### src/rtl/alu_word_pkg.sv
// Package: function codes and shared constants for the ALU word.
// Assumes: codes are decoded exactly as listed; the code values are behaviour.
package alu_word_pkg;

    localparam int SLICE_W = 4;

    typedef enum logic [2:0] {
        FN_ZERO    = 3'b000,
        FN_B_SUB_A = 3'b001,
        FN_A_SUB_B = 3'b010,
        FN_ADD     = 3'b011,
        FN_XOR     = 3'b100,
        FN_OR      = 3'b101,
        FN_AND     = 3'b110,
        FN_ONES    = 3'b111
    } fn_code_t;

    // True for the three codes that use the adder.
    function automatic logic fn_is_arith(input logic [2:0] code);
        return (code == FN_B_SUB_A) || (code == FN_A_SUB_B) || (code == FN_ADD);
    endfunction

endpackage

### src/rtl/alu_arith_unit.sv
// Module: conditioned ripple adder for one slice.
// Does: selects and inverts the addends for add, A-B and B-A, and ripples the carry bit by bit.
// Assumes: the caller gates its flags outside the arithmetic codes.
module alu_arith_unit
    import alu_word_pkg::*;
#(
    parameter int WIDTH = SLICE_W
) (
    input  logic [WIDTH-1:0] opnd_a,
    input  logic [WIDTH-1:0] opnd_b,
    input  logic [2:0]       code,
    input  logic             cin,
    output logic [WIDTH-1:0] sum,
    output logic             cout,
    output logic             ovf
);

    localparam int TOP = WIDTH - 1;

    logic [WIDTH-1:0] addend_x;
    logic [WIDTH-1:0] addend_y;
    logic             carry_into_top;

    // Pick the two addends: B-A adds B to ~A, A-B adds A to ~B.
    always_comb begin
        addend_x = (code == FN_B_SUB_A) ? opnd_b : opnd_a;
        if (code == FN_B_SUB_A)
            addend_y = ~opnd_a;
        else if (code == FN_A_SUB_B)
            addend_y = ~opnd_b;
        else
            addend_y = opnd_b;
    end

    // Ripple the carry through each bit, keeping the carry into the top bit.
    always_comb begin
        logic cr;
        cr             = cin;
        carry_into_top = 1'b0;
        sum            = '0;
        for (int i = 0; i < WIDTH; i++) begin
            if (i == TOP)
                carry_into_top = cr;
            sum[i] = addend_x[i] ^ addend_y[i] ^ cr;
            cr     = (addend_x[i] & addend_y[i]) | ((addend_x[i] ^ addend_y[i]) & cr);
        end
        cout = cr;
    end

    // Overflow is the disagreement of the carries into and out of the top bit.
    always_comb begin
        ovf = carry_into_top ^ cout;
    end

    // Check that overflow agrees with the sign rule on the conditioned addends.
    always_comb begin : chk_arith
        AST_OVF_SIGN_RULE: assert (ovf == ((addend_x[TOP] == addend_y[TOP]) && (sum[TOP] != addend_x[TOP])))
            else $error("overflow disagrees with sign rule");
    end

endmodule

### src/rtl/alu_logic_unit.sv
// Module: bitwise and forced-value results for one slice.
// Does: XOR, OR, AND, all-zero and all-one outputs; the arithmetic codes give zero here.
// Assumes: the slice mux selects the adder for the arithmetic codes.
module alu_logic_unit
    import alu_word_pkg::*;
#(
    parameter int WIDTH = SLICE_W
) (
    input  logic [WIDTH-1:0] opnd_a,
    input  logic [WIDTH-1:0] opnd_b,
    input  logic [2:0]       code,
    output logic [WIDTH-1:0] res
);

    // Decode the non-arithmetic codes into a result.
    always_comb begin
        case (code)
            FN_XOR:  res = opnd_a ^ opnd_b;
            FN_OR:   res = opnd_a | opnd_b;
            FN_AND:  res = opnd_a & opnd_b;
            FN_ONES: res = '1;
            default: res = '0;
        endcase
    end

    // Check the set relations of the OR and AND results against the operands.
    always_comb begin : chk_logic
        AST_AND_WITHIN_A: assert (!(code == FN_AND) || ((res & ~opnd_a) == '0))
            else $error("AND result outside A");
        AST_OR_COVERS_B: assert (!(code == FN_OR) || ((res & opnd_b) == opnd_b))
            else $error("OR result misses B");
    end

endmodule

### src/rtl/alu_slice.sv
// Module: one four-bit ALU slice.
// Does: runs the adder and the logic unit in parallel and selects between them by code.
// Assumes: carry and overflow are meaningful only for the arithmetic codes and are held low otherwise.
module alu_slice
    import alu_word_pkg::*;
#(
    parameter int WIDTH = SLICE_W
) (
    input  logic [WIDTH-1:0] opnd_a,
    input  logic [WIDTH-1:0] opnd_b,
    input  logic [2:0]       code,
    input  logic             cin,
    output logic [WIDTH-1:0] res,
    output logic             cout,
    output logic             ovf
);

    logic [WIDTH-1:0] arith_sum;
    logic             arith_cout;
    logic             arith_ovf;
    logic [WIDTH-1:0] logic_res;
    logic             use_adder;

    alu_arith_unit #(.WIDTH(WIDTH)) u_arith (
        .opnd_a (opnd_a),
        .opnd_b (opnd_b),
        .code   (code),
        .cin    (cin),
        .sum    (arith_sum),
        .cout   (arith_cout),
        .ovf    (arith_ovf)
    );

    alu_logic_unit #(.WIDTH(WIDTH)) u_logic (
        .opnd_a (opnd_a),
        .opnd_b (opnd_b),
        .code   (code),
        .res    (logic_res)
    );

    // Choose the adder or the logic path and gate the flags.
    always_comb begin
        use_adder = fn_is_arith(code);
        res       = use_adder ? arith_sum : logic_res;
        cout      = use_adder & arith_cout;
        ovf       = use_adder & arith_ovf;
    end

    // Check the forced codes, the quiet flags and the no-borrow rule.
    always_comb begin : chk_slice
        AST_CLEAR_LOW: assert (!(code == FN_ZERO) || (res == '0))
            else $error("clear not low");
        AST_PRESET_HIGH: assert (!(code == FN_ONES) || (&res))
            else $error("preset not high");
        AST_FLAGS_QUIET: assert (fn_is_arith(code) || (!cout && !ovf))
            else $error("flags active outside arithmetic");
        AST_A_SUB_NO_BORROW: assert (!(code == FN_A_SUB_B && cin) || (cout == (opnd_a >= opnd_b)))
            else $error("A-B borrow wrong");
        AST_B_SUB_NO_BORROW: assert (!(code == FN_B_SUB_A && cin) || (cout == (opnd_b >= opnd_a)))
            else $error("B-A borrow wrong");
    end

endmodule

### src/rtl/alu_ripple_word.sv
// Module: word-wide ALU built from a ripple chain of slices.
// Does: splits the operands into nibbles, chains the slice carries, and reports the top slice's flags.
// Assumes: carry_in is held high by the caller for a true subtraction.
module alu_ripple_word
    import alu_word_pkg::*;
#(
    parameter int SLICES = 4
) (
    input  logic [SLICE_W*SLICES-1:0] op_a,
    input  logic [SLICE_W*SLICES-1:0] op_b,
    input  logic [2:0]                func_sel,
    input  logic                      carry_in,
    output logic [SLICE_W*SLICES-1:0] result,
    output logic                      carry_out,
    output logic                      overflow
);

    localparam int WORD_W = SLICE_W * SLICES;

    logic [SLICES:0]   link;
    logic [SLICES-1:0] slice_ovf;

    assign link[0] = carry_in;

    // One slice per nibble, each fed by the carry of the slice below.
    for (genvar s = 0; s < SLICES; s++) begin : g_slice
        alu_slice #(.WIDTH(SLICE_W)) u_slice (
            .opnd_a (op_a[s*SLICE_W +: SLICE_W]),
            .opnd_b (op_b[s*SLICE_W +: SLICE_W]),
            .code   (func_sel),
            .cin    (link[s]),
            .res    (result[s*SLICE_W +: SLICE_W]),
            .cout   (link[s+1]),
            .ovf    (slice_ovf[s])
        );
    end

    // Word flags come from the most significant slice.
    always_comb begin
        carry_out = link[SLICES];
        overflow  = slice_ovf[SLICES-1];
    end

    // Check the whole chain against a single full-width sum.
    always_comb begin : chk_word
        AST_WORD_ADD: assert (!(func_sel == FN_ADD) ||
                              ({carry_out, result} == ({1'b0, op_a} + {1'b0, op_b} + {{WORD_W{1'b0}}, carry_in})))
            else $error("word add mismatch");
    end

endmodule

### config.mk
export PLATFORM = sky130hd
export DESIGN_NAME = alu_ripple_word
export DESIGN_NICKNAME = d
export VERILOG_FILES = /design/src/rtl/alu_word_pkg.sv /design/src/rtl/alu_arith_unit.sv /design/src/rtl/alu_logic_unit.sv /design/src/rtl/alu_slice.sv /design/src/rtl/alu_ripple_word.sv
export SDC_FILE = /design/constraint.sdc
export NUM_CORES = 1
export LEC_CHECK = 0
export BUFFER_PORTS_ARGS = -buffer_cell sky130_fd_sc_hd__buf_2
export CORE_ASPECT_RATIO = 1.2
export CORE_MARGIN = 1.5
export CORE_UTILIZATION = 57
export DETAILED_ROUTE_END_ITERATION = 16
export PLACE_DENSITY_LB_ADDON = 0.08
export SYNTH_ARGS = -nofsm -noshare
export SYNTH_HDL_FRONTEND = slang
export SYNTH_SLANG_ARGS = --single-unit
### constraint.sdc
create_clock -name vclk -period 17.3
set_input_delay 0.865 -clock vclk [all_inputs]
set_output_delay 0.865 -clock vclk [all_outputs]
set_load 0.01 [all_outputs]
* Word-level counts from Yosys, hierarchy flattened
Index checks and enable logic that the tools add are counted. Widths: inputs -> output; s select.
Word-level totals: bits in registers 0, word-level logic and storage cells 135
Operators by class: bitwise gates (word level) 106, reduce and logical (&&, ||, !) cells 2, equal/unequal tests 7, multiplexer cells 20
Operators with widths (number):
- $mux 4 | 16
- $pmux 4 s4 | 4
- $and 1x1->1 | 37
- $xor 1x1->1 | 33
- $not 4->4 | 8
- $and 4x4->4 | 4
- $or 1x1->1 | 16
- $or 4x4->4 | 4
- $xor 4x4->4 | 4
- $eq 3x3->1 const B | 4
- $eq 3x2->1 const B | 2
- $eq 3x1->1 const B | 1
- $logic_or 1x1->1 | 2

* Depth between registers and ports, before layout
depth after elaboration 41, mapped depth 32

* Modules after synthesis
Synthesis repeated with hierarchy kept, for this count alone.
Second synthesis, totals: cells, all modules 321, area total of the unflattened synthesis 2695.1 sq um
Modules (own cells, without submodules):
- alu_logic_unit | cells each 33, area each 274.0 sq um, times used 4
- alu_arith_unit (g_slice[0].u_slice.u_arith ...) | cells each 41, area each 336.6 sq um, times used 2
- alu_arith_unit (g_slice[2].u_slice.u_arith) | cells each 44, area each 345.3 sq um, times used 1
- alu_slice | cells each 9, area each 78.8 sq um, times used 4
- alu_arith_unit (g_slice[3].u_slice.u_arith) | cells each 27, area each 265.3 sq um, times used 1

* Worst setup path before layout
OpenSTA, ideal clock, no wires.
path kind input to output, from input func_sel[2], to output result[15], setup slack 8376 ps, data arrival time 8059 ps, cell stages on the path 32, required time 16435 ps, cells stage by stage buf_4 -> buf_6 -> buf_2 -> nor3_1 -> a21oi_1 -> o21ai_0 -> fa_1 -> fa_1 -> inv_1 -> fa_1 -> fa_1 -> nor2_1 -> fa_1 -> inv_1 -> fa_1 -> fa_1 -> fa_1 -> nor2_1 -> fa_1 -> inv_1 -> fa_1 -> fa_1 -> fa_1 -> nor2_1 -> fa_1 -> inv_1 -> fa_1 -> inv_1 -> fa_1 -> fa_1 -> nor2_1 -> a211oi_1
On the way: cells in the longest elaborated chain, start to end 39, elaborated cells on any way between the ends 88, classes of those cells eq/ne (7); mux (14); bitwise (65); reduce/logical (2)
Ends and longest elaborated chain:
- from (decl) | RTL line alu_ripple_word.sv:11 | input logic [2:0] func_sel,
- $eq 3x2->1 | RTL line alu_word_pkg.sv:20, alu_arith_unit.sv:29
- $mux 4 | RTL line alu_arith_unit.sv:29 | else if (code == FN_A_SUB_B)
- $mux 4 | RTL line alu_arith_unit.sv:27 | if (code == FN_B_SUB_A)
- $xor 1x1->1 | RTL line alu_arith_unit.sv:45 | cr = (addend_x[i] & addend_y[i]) | ((addend_x[i] ^ addend_y[i]) & cr);
- $and 1x1->1 | RTL line alu_arith_unit.sv:45
- $or 1x1->1 | RTL line alu_arith_unit.sv:45
- $and 1x1->1 | RTL line alu_arith_unit.sv:45
- $or 1x1->1 | RTL line alu_arith_unit.sv:45
- [... 23 more ...]
- $and 1x1->1 | RTL line alu_arith_unit.sv:45
- $or 1x1->1 | RTL line alu_arith_unit.sv:45
- $and 1x1->1 | RTL line alu_arith_unit.sv:45
- $or 1x1->1 | RTL line alu_arith_unit.sv:45
- $and 1x1->1 | RTL line alu_arith_unit.sv:45
- $or 1x1->1 | RTL line alu_arith_unit.sv:45
- $xor 1x1->1 | RTL line alu_arith_unit.sv:44 | sum[i] = addend_x[i] ^ addend_y[i] ^ cr;
- $mux 4 (*) | RTL line alu_slice.sv:44 | res = use_adder ? arith_sum : logic_res;
- to (decl) | RTL line alu_ripple_word.sv:13 | output logic [SLICE_W*SLICES-1:0] result,
Mark *: on every way between the ends. The rest lies on a longest branch, timed or not.

* Worst setup path in the final report
from input func_sel[0], to output result[15]
Same word-level chain as after synthesis.

==> metrics.txt <==
CLK BUF=0; Startpoint Class=input port; DRT iter0 DRCs=around 220; RSZ-0062 raised after global routing=false; final setup vio count=0; Core Box Area=3910 µm²; Final Max Slew Viols=0; Pre-antenna DRT Iters=4; worst slew pin tran=about 650 ps; crit path kind=input port to output pin; vias in the first global route=2177; Horiz. Die Dim=60.9 µm; syn_nets=just over 400; Ports=54; Distinct cells, synth=37; Fin. Hold Viols=0; worst setup margin=7400 ps; largest area contributor in the netlist=ha_1; layout cells sized above 1=roughly a fifth; Die H=about 72 µm; WL final=5480 µm; Initial Util=58.6%; Max Cap Viol=0; hold_buf cts=0; global-route wire length before repair=a little over 9000 µm; synthesized area per cell=a little under 7 µm²; Max Fanout on Critical Path=between 50 and 60; DRC=0; most used cell, CP=fa_1; slowest stage delay, CP=around 460 ps; Slew headroom=about 56%; Port Buf Inserts=54; crit path buf inv count=9; WP data required=around 16000 ps; post-CTS setup buffers=0; FFs & Latches=0; area occupied by registers=0 µm²; status=finished, final reports clean; CTS resizes=0; Critical Path Stages=33; cell with the most instances after synthesis=nor2_1; Synth warnings=0; wire length per cell=around 13 µm; CP arrival=9030 ps; Fin Setup TNS=0 ps; minimum clock period=between 9000 and 10000 ps; sequential-to-total area share from yosys stat=0%; pin count of the biggest net entering global routing=73; gr ovfl total=0; static leakage=approximately 1.3 nW; vias=between 2000 and 2500; worst hold-check path type=input port to output pin; Worst Setup End Kind=output pin; area of the mapped netlist=2290 µm²; post-place setup slack=between 7000 and 8000 ps; P per Cell Area=around 32 nW/µm²; Syn Inst Count=330; ANT cells=0; critical path's top delay family=adder cells; max frequency=about 100 MHz; commonest cells in the netlist=nor2_1 (41), inv_1 (40), a21oi_1 (32), ha_1 (32), nand2_1 (30); Final period util=57.2%; num rows=25; initial antenna violation count=0; VDD IR max=between 0.015 and 0.02 mV; area growth from synthesis to layout=8.68%; hpwl dp=about 3900 µm; die area=4410 µm²; GPL Wtd Cong=0.826; largest cells by area after synthesis=ha_1 (17%), fa_1 (14%), a21oi_1 (7.0%); Antenna Violating Nets Remaining=0; GRT Util Overall=between 20 and 30%; hold depth=4; Slowest-stage cell, CP=fa_1; post-layout util=63.7%; nets@finish=around 450; post-synth top area share=around 17%; Vias/cell=5.74
[where the power goes]
group	switching, W	internal [W]
clock network	0	0
registers	0	0
logic	0.0000452	0.0000352
total	0.0000452	0.0000352
[final cells by class]
| type | instances | area, µm² |
|---|---|---|
| Tap cell | 54 | 67.6 |
| Timing Repair Buffer | 58 | 300 |
| Fill cell | 366 | 1420 |
| Multi-Input combinational cell | 263 | 1970 |
| Inverter | 41 | 155 |
[placed cells by master, fill, tap and decap left out, drive strengths merged, types with 2 or more instances in the layout]
cell	synthesis	final
nand3	9	9
nor2b	2	2
inv	40	40
nor2	42	42
o21ai	24	24
ha	32	32
buf	22	58
o221a	6	6
nand2	30	30
a221oi	5	5
a31oi	4	4
and2	15	15
fa	16	16
a21oi	32	32
a21o	14	14
a211oi	6	6
a221o	16	16
[cells by family (layout without fill, tap and decap cells)]
family,count (synthesis),in the layout,synth area share [%]
xor gates and xnor gates,1,1,0.382
buffers and inverters,67,99,14.1
adders and majority gates,48,48,31.5
and+or+nand+nor,104,104,21.3
AOI/OAI and AO/OA,110,110,32.7
[through the flow]
| stage | area, µm² | cells | hold WS, ps | power [W] |
|---|---|---|---|---|
| finish | 2490 | 416 | 2260 | 0.0000804 |
| CTS | 2490 | 416 | 2270 | 0.0000811 |
| detailed placement | 2490 | 416 | 2270 | 0.0000805 |
| floorplan | 2290 | 330 | 2050 | 0.0000568 |
| global route | 2490 | 416 | 2300 | 0.0000917 |
| global placement | 2490 | 416 | 2260 | 0.0000804 |
[worst paths after layout]
path                   startpoint    endpoint
worst max-delay path  func_sel[0]  result[15]
worst min-delay path     op_a[14]  result[14]
[metal layers]
layer | part of all wire, % | vias up | wire, µm | global-route usage [%]
met4 | 0 | 0 | 0 | 2.17
met3 | 5.2 | 0 | 284 | 0.357
met5 | 0 | - | 0 | 0
met2 | 51 | 72 | 2790 | 47.4
met1 | 44 | 1118 | 2410 | 34.5
li1 | - | 1196 | - | -
Power figures use the tool's default switching activity.
